File: src/rtl/im2col_pkg.sv
package im2col_pkg;

  // Output extent of one spatial dimension of a strided, padded window walk.
  function automatic int out_dim(input int in_sz, input int k, input int s, input int p);
    return (in_sz + 2 * p - k) / s + 1;
  endfunction

  function automatic int max2(input int a, input int b);
    return (a > b) ? a : b;
  endfunction

  // Column framing carried alongside each element.
  typedef struct packed {
    logic first;
    logic last;
  } mark_t;

endpackage

File: src/rtl/im2col_dim_cnt.sv
// One wrapping dimension counter of the window walk.
module im2col_dim_cnt #(
  parameter int LIMIT = 3,
  parameter int W     = 4
) (
  input  logic         clk,
  input  logic         rst_n,
  input  logic         clr,
  input  logic         inc,
  output logic [W-1:0] value,
  output logic         at_max
);

  logic [W-1:0] cnt_q;
  logic [W-1:0] cnt_d;
  logic         cnt_en;

  assign at_max = (cnt_q == W'(LIMIT - 1));
  assign cnt_en = clr | inc;
  assign value  = cnt_q;

  always_comb begin
    cnt_d = cnt_q;
    if (clr) begin
      cnt_d = '0;
    end else if (inc) begin
      cnt_d = at_max ? '0 : cnt_q + W'(1);
    end
  end

  always_ff @(posedge clk or negedge rst_n) begin
    if (!rst_n) begin
      cnt_q <= '0;
    end else if (cnt_en) begin
      cnt_q <= cnt_d;
    end
  end

endmodule

File: src/rtl/im2col_walker.sv
// Nested counter chain: kernel col (fastest), kernel row, channel,
// output col, output row (slowest).
module im2col_walker #(
  parameter int C_IN  = 3,
  parameter int K     = 3,
  parameter int OUT_H = 4,
  parameter int OUT_W = 4,
  parameter int CW    = 4
) (
  input  logic          clk,
  input  logic          rst_n,
  input  logic          clr,
  input  logic          step,
  output logic [CW-1:0] kx,
  output logic [CW-1:0] ky,
  output logic [CW-1:0] ch,
  output logic [CW-1:0] ox,
  output logic [CW-1:0] oy,
  output logic          col_first,
  output logic          col_last,
  output logic          frame_last
);

  localparam int NDIM = 5;
  localparam int LIMS [NDIM] = '{K, K, C_IN, OUT_W, OUT_H};

  logic [CW-1:0]   val [NDIM];
  logic [NDIM-1:0] top;
  logic [NDIM-1:0] inc;

  assign inc[0] = step;

  generate
    for (genvar g = 1; g < NDIM; g++) begin : g_carry
      assign inc[g] = inc[g-1] & top[g-1];
    end
    for (genvar g = 0; g < NDIM; g++) begin : g_dim
      im2col_dim_cnt #(
        .LIMIT (LIMS[g]),
        .W     (CW)
      ) u_cnt (
        .clk    (clk),
        .rst_n  (rst_n),
        .clr    (clr),
        .inc    (inc[g]),
        .value  (val[g]),
        .at_max (top[g])
      );
    end
  endgenerate

  assign kx = val[0];
  assign ky = val[1];
  assign ch = val[2];
  assign ox = val[3];
  assign oy = val[4];

  assign col_first  = (val[0] == '0) && (val[1] == '0) && (val[2] == '0);
  assign col_last   = &top[2:0];
  assign frame_last = &top;

endmodule

File: src/rtl/im2col_addr.sv
// Maps a walk position to a buffer address and flags padding positions.
module im2col_addr #(
  parameter int IN_H   = 8,
  parameter int IN_W   = 8,
  parameter int STRIDE = 1,
  parameter int PAD    = 0,
  parameter int CW     = 4,
  parameter int AW     = 8
) (
  input  logic [CW-1:0] kx,
  input  logic [CW-1:0] ky,
  input  logic [CW-1:0] ch,
  input  logic [CW-1:0] ox,
  input  logic [CW-1:0] oy,
  output logic [AW-1:0] addr,
  output logic          is_pad
);

  localparam int PLANE = IN_H * IN_W;

  int iy_i;
  int ix_i;
  int lin_i;

  always_comb begin
    iy_i   = int'(oy) * STRIDE + int'(ky) - PAD;
    ix_i   = int'(ox) * STRIDE + int'(kx) - PAD;
    is_pad = (iy_i < 0) || (iy_i >= IN_H) || (ix_i < 0) || (ix_i >= IN_W);
    lin_i  = is_pad ? 0 : int'(ch) * PLANE + iy_i * IN_W + ix_i;
    addr   = AW'(lin_i);
  end

endmodule

File: src/rtl/im2col_out_fifo.sv
// Two-slot output queue; absorbs the read in flight when the consumer stalls.
module im2col_out_fifo #(
  parameter int W = 8
) (
  input  logic         clk,
  input  logic         rst_n,
  input  logic         push,
  input  logic [W-1:0] push_data,
  input  logic         pop,
  output logic [W-1:0] head_data,
  output logic         head_valid,
  output logic [1:0]   count
);

  logic [W-1:0] slot_q [2];
  logic         wr_q, wr_d;
  logic         rd_q, rd_d;
  logic [1:0]   cnt_q, cnt_d;

  always_comb begin
    wr_d  = wr_q ^ push;
    rd_d  = rd_q ^ pop;
    cnt_d = cnt_q + {1'b0, push} - {1'b0, pop};
  end

  always_ff @(posedge clk or negedge rst_n) begin
    if (!rst_n) begin
      wr_q  <= 1'b0;
      rd_q  <= 1'b0;
      cnt_q <= 2'd0;
    end else begin
      wr_q  <= wr_d;
      rd_q  <= rd_d;
      cnt_q <= cnt_d;
    end
  end

  always_ff @(posedge clk) begin
    if (push) begin
      slot_q[wr_q] <= push_data;
    end
  end

  assign head_data  = slot_q[rd_q];
  assign head_valid = (cnt_q != 2'd0);
  assign count      = cnt_q;

endmodule

File: src/rtl/im2col_streamer.sv
module im2col_streamer
  import im2col_pkg::*;
#(
  parameter int DATA_W = 16,
  parameter int C_IN   = 3,
  parameter int IN_H   = 227,
  parameter int IN_W   = 227,
  parameter int K      = 11,
  parameter int STRIDE = 4,
  parameter int PAD    = 0,
  parameter int ADDR_W = $clog2(C_IN * IN_H * IN_W)
) (
  input  logic              clk,
  input  logic              rst_n,
  input  logic              start,
  output logic              busy,
  output logic              rd_en,
  output logic [ADDR_W-1:0] rd_addr,
  input  logic [DATA_W-1:0] rd_data,
  output logic              out_valid,
  input  logic              out_ready,
  output logic [DATA_W-1:0] out_data,
  output logic              out_first,
  output logic              out_last
);

  localparam int OUT_H  = out_dim(IN_H, K, STRIDE, PAD);
  localparam int OUT_W  = out_dim(IN_W, K, STRIDE, PAD);
  localparam int MAXDIM = max2(max2(C_IN, K), max2(OUT_H, OUT_W));
  localparam int CW     = $clog2(MAXDIM + 1);
  localparam int QW     = DATA_W + 2;
  localparam int QDEPTH = 2;

  // walk position
  logic [CW-1:0] kx, ky, ch, ox, oy;
  logic          col_first, col_last, frame_last;
  logic [ADDR_W-1:0] addr;
  logic          is_pad;

  // control
  logic running_q, running_d;
  logic start_go, issue, pop, space;
  logic [2:0] occ;

  // read stage (element whose buffer data arrives this cycle)
  logic  s1_v_q, s1_pad_q;
  mark_t s1_mark_q;
  logic  s1_v_d, s1_pad_d;
  mark_t s1_mark_d;

  // output queue
  logic [QW-1:0]     q_in, q_head;
  logic              q_valid;
  logic [1:0]        q_cnt;
  logic [DATA_W-1:0] s1_value;
  mark_t             head_mark;

  im2col_walker #(
    .C_IN  (C_IN),
    .K     (K),
    .OUT_H (OUT_H),
    .OUT_W (OUT_W),
    .CW    (CW)
  ) u_walk (
    .clk        (clk),
    .rst_n      (rst_n),
    .clr        (start_go),
    .step       (issue),
    .kx         (kx),
    .ky         (ky),
    .ch         (ch),
    .ox         (ox),
    .oy         (oy),
    .col_first  (col_first),
    .col_last   (col_last),
    .frame_last (frame_last)
  );

  im2col_addr #(
    .IN_H   (IN_H),
    .IN_W   (IN_W),
    .STRIDE (STRIDE),
    .PAD    (PAD),
    .CW     (CW),
    .AW     (ADDR_W)
  ) u_addr (
    .kx     (kx),
    .ky     (ky),
    .ch     (ch),
    .ox     (ox),
    .oy     (oy),
    .addr   (addr),
    .is_pad (is_pad)
  );

  // Credit: an element may be issued only if a queue slot is certain to be
  // free when its data lands one cycle later.
  always_comb begin
    pop      = q_valid & out_ready;
    occ      = {1'b0, q_cnt} + {2'b00, s1_v_q};
    space    = (occ - {2'b00, pop}) < 3'(QDEPTH);
    busy     = running_q | s1_v_q | q_valid;
    start_go = start & ~busy;
    issue    = running_q & space;
  end

  // next state
  always_comb begin
    running_d = running_q;
    if (start_go) begin
      running_d = 1'b1;
    end else if (issue && frame_last) begin
      running_d = 1'b0;
    end
    s1_v_d          = issue;
    s1_pad_d        = is_pad;
    s1_mark_d.first = col_first;
    s1_mark_d.last  = col_last;
  end

  always_ff @(posedge clk or negedge rst_n) begin
    if (!rst_n) begin
      running_q <= 1'b0;
      s1_v_q    <= 1'b0;
    end else begin
      running_q <= running_d;
      s1_v_q    <= s1_v_d;
    end
  end

  always_ff @(posedge clk or negedge rst_n) begin
    if (!rst_n) begin
      s1_pad_q  <= 1'b0;
      s1_mark_q <= '0;
    end else if (issue) begin
      s1_pad_q  <= s1_pad_d;
      s1_mark_q <= s1_mark_d;
    end
  end

  assign rd_en    = issue & ~is_pad;
  assign rd_addr  = addr;
  assign s1_value = s1_pad_q ? '0 : rd_data;
  assign q_in     = {s1_mark_q, s1_value};

  im2col_out_fifo #(
    .W (QW)
  ) u_q (
    .clk        (clk),
    .rst_n      (rst_n),
    .push       (s1_v_q),
    .push_data  (q_in),
    .pop        (pop),
    .head_data  (q_head),
    .head_valid (q_valid),
    .count      (q_cnt)
  );

  assign head_mark = q_head[QW-1 -: 2];
  assign out_valid = q_valid;
  assign out_data  = q_head[DATA_W-1:0];
  assign out_first = head_mark.first;
  assign out_last  = head_mark.last;

endmodule

File: config.mk
export PLATFORM = sky130hd
export DESIGN_NAME = im2col_streamer
export DESIGN_NICKNAME = d
export VERILOG_FILES = /design/src/rtl/im2col_pkg.sv /design/src/rtl/im2col_dim_cnt.sv /design/src/rtl/im2col_walker.sv /design/src/rtl/im2col_addr.sv /design/src/rtl/im2col_out_fifo.sv /design/src/rtl/im2col_streamer.sv
export SDC_FILE = /design/constraint.sdc
export NUM_CORES = 1
export LEC_CHECK = 0
export BUFFER_PORTS_ARGS = -buffer_cell sky130_fd_sc_hd__buf_4
export CAP_MARGIN = 10
export CORE_MARGIN = 4
export CORE_UTILIZATION = 30
export CTS_BUF_LIST = sky130_fd_sc_hd__clkbuf_2 sky130_fd_sc_hd__clkbuf_4 sky130_fd_sc_hd__clkbuf_8
export DETAILED_ROUTE_END_ITERATION = 10
export HOLD_SLACK_MARGIN = 0.03
export PLACE_DENSITY = 0.51
export SLEW_MARGIN = 5
export SYNTH_ARGS = -nofsm -noshare
export SYNTH_HDL_FRONTEND = slang
export SYNTH_SLANG_ARGS = --single-unit
File: constraint.sdc
create_clock -name clk -period 10.8 [get_ports clk]
set_clock_uncertainty 0.15 [all_clocks]
set_input_delay 1.62 -clock clk [delete_from_list [all_inputs] [get_ports clk]]
set_output_delay 1.62 -clock clk [all_outputs]
set_load 0.01 [all_outputs]
* Word-level counts from Yosys, hierarchy flattened *
Memories as Yosys holds them, arrays and structs flattened.
Index checks and enable logic that the tools add are counted.

cells by class
  $add $sub $neg = 13
  $mul = 2
  order comparisons = 5
  eq/ne operators = 5
  multiplexer cells = 21
  bitwise operators = 19
  reduce and logical (&&, ||, !) cells = 23

operator list
  cell                   count
  $mux 6                 15
  $ge 32x9->1 const B    2
  $lt 32x1->1 const B    2
  $add 18x18->18         2
  $mul 32x9->18 const B  1
  $add 6x1->6 const B    5
  $add 8x6->9            2
  $logic_not 6->1        3
  $mul 6x16->18 const B  1
  $mux 18                1
  $mux 16                1
  $reduce_bool 2->1      7
  $eq 6x4->1 const B     2
  $eq 6x6->1 const B     2
  $reduce_and 2->1       5
  $and 1x1->1            8
  $or 1x1->1             7
  $eq 6x2->1 const B     1
  $reduce_and 5->1       1
  $mux 1                 4
  $add 2x1->3            1
  $logic_and 1x1->1      3
  $logic_or 1x1->1       3
  $lt 3x2->1 const B     1
  6 further kinds        8

word-level totals
  flip-flop bits (word level) = 39
  RAM bits = 36
  bits of input ports = 20
  output and inout bits = 39
  logic and storage cells = 102
  memories = 1

memories
  name        depth  width  read ports  clocked after Yosys merged registers in  write ports  RTL line               RTL
  u_q.slot_q  2      18     1           0                                        1            im2col_out_fifo.sv:15  logic [W-1:0] slot_q [2];

* Logic depth before layout (Yosys ltp) *
  depth in word-level cells = 11
  gate-level depth with buffers = 24
  gate-level depth less buffers = 24

* By module *
A second synthesis with hierarchy kept.

second synthesis, totals
  cells, all modules = 745
  area, all modules = 7524.7 µm²

by module, submodules not included
  module                                       times used  cells each  area an instance (µm²)  seq. area each (µm²)
  im2col_addr                                  1           429         3744.8                  0.0
  im2col_out_fifo                              1           71          1552.7                  1181.1
  im2col_dim_cnt at u_walk.g_dim[3].u_cnt ...  2           43          377.9                   150.1
  im2col_dim_cnt at u_walk.g_dim[0].u_cnt ...  2           37          341.6                   150.1
  im2col_streamer                              1           39          381.6                   125.1
  im2col_dim_cnt at u_walk.g_dim[2].u_cnt      1           34          321.6                   150.1
  im2col_walker                                1           12          85.1                    0.0

* Worst setup path before layout *
No wires, ideal clock.

  path kind = register -> output
  start point = register u_walk.g_dim[1].u_cnt.cnt_q[3]
  end point = output port rd_addr[14]
  arrival time = 6.035 ns
  data required time = 9.030 ns
  path slack = 2.995 ns
  stages on the path, launching flop included = 23
  path buffers = 0
  cell sequence = dfrtp_1 -> ha_1 -> a21o_1 -> a21oi_1 -> nor2b_1 -> o21ai_0 -> xnor2_1 -> ha_1 -> inv_1 -> ha_1 -> inv_1 -> fa_1 -> inv_1 -> fa_1 -> fa_1 -> inv_1 -> fa_1 -> inv_1 -> ha_1 -> a2111oi_2 -> a211oi_1 -> or4b_1 -> a31oi_1

between the ends
  longest elaborated chain between the ends = 6
  elaborated cells between the ends (all ways) = 10
  classes of those cells = add/sub (3); mul (1); order compare (2); mux (1); reduce/logical (3)

RTL lines
  item                                                                   RTL line               RTL
  from (decl)                                                            im2col_dim_cnt.sv:14   logic [W-1:0] cnt_q;
  from (signal assigned)                                                 im2col_dim_cnt.sv:35   cnt_q <= cnt_d;
  $add 8x6->9 *                                                          im2col_addr.sv:26      iy_i = int'(oy) * STRIDE + int'(ky) - PAD;
  parallel branches: the longest is 4 deep, another holds $mul 32x9->18  --
  $mux 18 *                                                              im2col_addr.sv:29      lin_i = is_pad ? 0 : int'(ch) * PLANE + iy_i * IN_W + ix_i;
  to (decl)                                                              im2col_streamer.sv:18  output logic [ADDR_W-1:0] rd_addr,

Every way passes the cells marked *.

* Worst setup path after layout *
Same ends and word-level chain as after synthesis.

==> metrics.csv <==
metric,value,unit
vias,4915,
Place WS,2.605,ns
overall power,2251,uW
maximum clock insertion buffer count,2,
Syn Nets,894,
Starting Density,30.36,%
fraction of layout cells with a size suffix above 1,13.90,%
Placer Congestion,0.8229,
"most common cell after layout, fill and taps aside",inv_1,
met2 usage,19.01,%
"FF+latch count, synth",75,
synthesized area per cell,9.994,um2
H-tree Lvls,3,
row cnt,56,
Max-slew headroom,29.24,%
layout overhead on the synthesized area,14.18,%
Clock Root Buffer,clkbuf_8,
outcome,finished clean,
nets,955,
hold buffer count at CTS,0,
die width,161.9,um
final WL,15150,um
crit-path max FO,8,
Startpoint Class,register,
Yosys cell types,50,
"antenna viol nets, final",0,
max_cap viols,0,
yosys warns,0,
Max Fclk,0.1168,GHz
first-pass GRT wire length,24920,um
endpoints failing setup,0,
Final Hold Viols,0,
vias in the first global route,4876,
Slew Limit Fails,0,
number of remaining DRC errors,0,
Gate Count Post-Synth,711,
GRT Residual Overflow,0,
kind of critical path,reg -> out,
Via density,4.484,
RSZ-0062 raised after global routing,no,
placed insts,1080,
WL/cell,13.82,um
die height,161.9,um
post-CTS setup buffer count,0,
Final Cycle Share,79.26,%
WP data arrival,6.79,ns
1st-pass router iterations,6,
# diodes,0,
GR Util met3,2.436,%
pwr dens,277.5,nW/um2
TNS Setup,0,ns
Worst Tran Pin Value,1.050,ns
Layout Cells excl Fill,1096,
met1 Resource Use GR,16.51,%
"EDFF count, synth",36,
Min Hold Slack,0.3247,ns
Period minus WS final,8.560,ns
CP Data Required Time,9.03,ns
post-CTS sizing,0,
Hold Crit Class,reg -> reg,
sequential share of the synthesized area,28.95,%
CTS tree,yes,
clock slew at reported path FFs,0.08,ns
initial antenna violation count,0,
Final HPWL DP,12460,um
full die area,26210,um2
VDD IR max,0.1871,mV
synthesized area,7106,um2
worst setup slack after layout,2.240,ns
IO Count,59,
Skew-Pair Late Insertion Delay,0.36,ns
CTS buffer count,9,
Pleak,0.004082,uW
core area,23400,um2
Worst setup EP type,output port,
GR peak layer,met2,
fraction of registers with async set/reset,52.00,%
IO Port Bufs,58,
GRT Resource Usage Total,11.74,%
largest net degree at the start of global routing,40,
most frequent cells in the layout,"inv_1 (145), ha_1 (112), buf_4 (58)",
clock sink count,75,
DRT iter0 DRCs,203,
"Primary FF master, synth",dfrtp_1,
-- synth_stat cells, drive strengths merged (2+ instances only) --
cell type | count | area share, %
inv | 145 | 7.7
ha | 112 | 20
fa | 51 | 14
nor2 | 44 | 2.3
dfrtp | 39 | 14
nand2 | 39 | 2.1
edfxtp | 36 | 15
a21oi | 26 | 1.8
nand3 | 22 | 1.6
xor2 | 21 | 2.6
mux2 | 20 | 3.2
nor2b | 20 | 1.8
xnor2 | 19 | 2.3
nor3 | 18 | 1.4
o21ai | 15 | 1.2
a21o | 11 | 1.2
a211oi | 10 | 1.1
nand4 | 6 | 0.53
nor3b | 5 | 0.53
buf | 4 | 0.32
clkbuf | 4 | 0.21
o31ai | 4 | 0.62
or2 | 4 | 0.35
a21boi | 3 | 0.32
and2 | 3 | 0.26
and3 | 3 | 0.26
nand2b | 3 | 0.26
o21a | 3 | 0.32
or3 | 3 | 0.33
a31oi | 2 | 0.18
mux2i | 2 | 0.28
nor4 | 2 | 0.18
o2111ai | 2 | 0.25
-- layout make-up --
type,count,area [um2]
Timing Repair Buffer,58,435.4
Clock buffer,10,137.6
Multi-Input combinational cell,482,4463
Inverter,146,548.0
Sequential cell,75,2057
Tap cell,319,399.1
Fill cell,2444,15290
Clock inverter,6,72.57
-- metal layers --
layer | vias to the layer above | share of wire (%)
met5 | - | 0
met4 | 0 | 0.64
met3 | 9 | 3.9
met2 | 63 | 46
met1 | 2372 | 49
li1 | 2471 | -
-- registers in the layout, summed over array words and instances, names as in the netlist, 2 cells and up --
signal and flops:
u_q.slot_q 36, u_walk.g_dim.u_cnt.value 30, q_in 2, u_q.count 2
-- final timing paths --
check                                                        endpoint                                  startpoint  depth (start not counted)  slack, ns
max                                                       rd_addr[14]  u_walk.g_dim[1].u_cnt.value[3]$_DFFE_PN0P_                         24       2.24
min reg2reg                               u_q.slot_q[0][16]$_DFFE_PP_                        q_in[16]$_DFFE_PN0P_                          0       0.32
min in group asynchronous                          u_q.rd_q$_DFF_PN0_                                       rst_n                          1       1.07
max in group asynchronous  u_walk.g_dim[0].u_cnt.value[1]$_DFFE_PN0P_                                       rst_n                          1       9.06
max reg2reg                u_walk.g_dim[4].u_cnt.value[5]$_DFFE_PN0P_                      u_q.count[1]$_DFF_PN0_                         13       6.62
min                                       u_q.slot_q[0][16]$_DFFE_PP_                        q_in[16]$_DFFE_PN0P_                          0       0.32
-- critical path, stage by stage, from the launching register on --
cell and delay, ns:
dfrtp_1 0.50, ha_1 0.33, a21o_1 0.17, a21oi_1 0.21, nor2b_1 0.09, o21ai_0 0.30, xnor2_1 0.24, ha_1 0.31
ha_1 0.28, inv_1 0.05, fa_1 0.50, inv_1 0.06, fa_1 0.50, fa_1 0.54, inv_1 0.05, fa_1 0.47
inv_1 0.04, ha_1 0.33, o21ai_0 0.16, nand2_1 0.08, a21oi_1 0.23, a211oi_1 0.14, or4b_1 0.53, a31oi_1 0.17
buf_4 0.15
-- logic make-up (layout without fill, tap and decap cells) --
kind of cell | after synthesis | count (layout) | share of synthesized area (%)
DFF | 75 | 75 | 28.95
adders and majority gates | 163 | 163 | 34.09
AOI/OAI and AO/OA | 80 | 80 | 7.554
and+or+nand+nor | 177 | 177 | 12.78
muxes | 22 | 22 | 3.451
buffers and inverters | 154 | 220 | 8.241
xor gates and xnor gates | 40 | 40 | 4.931
-- power by group --
part	leakage [uW]	total, uW	internal (uW)	switching [uW]
Clock	0.000103	228	115	113
Sequential	0.000849	425	360	64.9
Combinational	0.00313	1600	726	872
Total	0.00408	2250	1200	1050
-- per-stage QoR --
stage	instance area [um2]	util, %
final	8113	34.67
after global routing	8113	34.67
after floorplan	7106	-
after CTS	8113	34.67
after global placement	7903	33.77
after detailed placement	7903	33.77
Power figures use the tool's default switching activity.
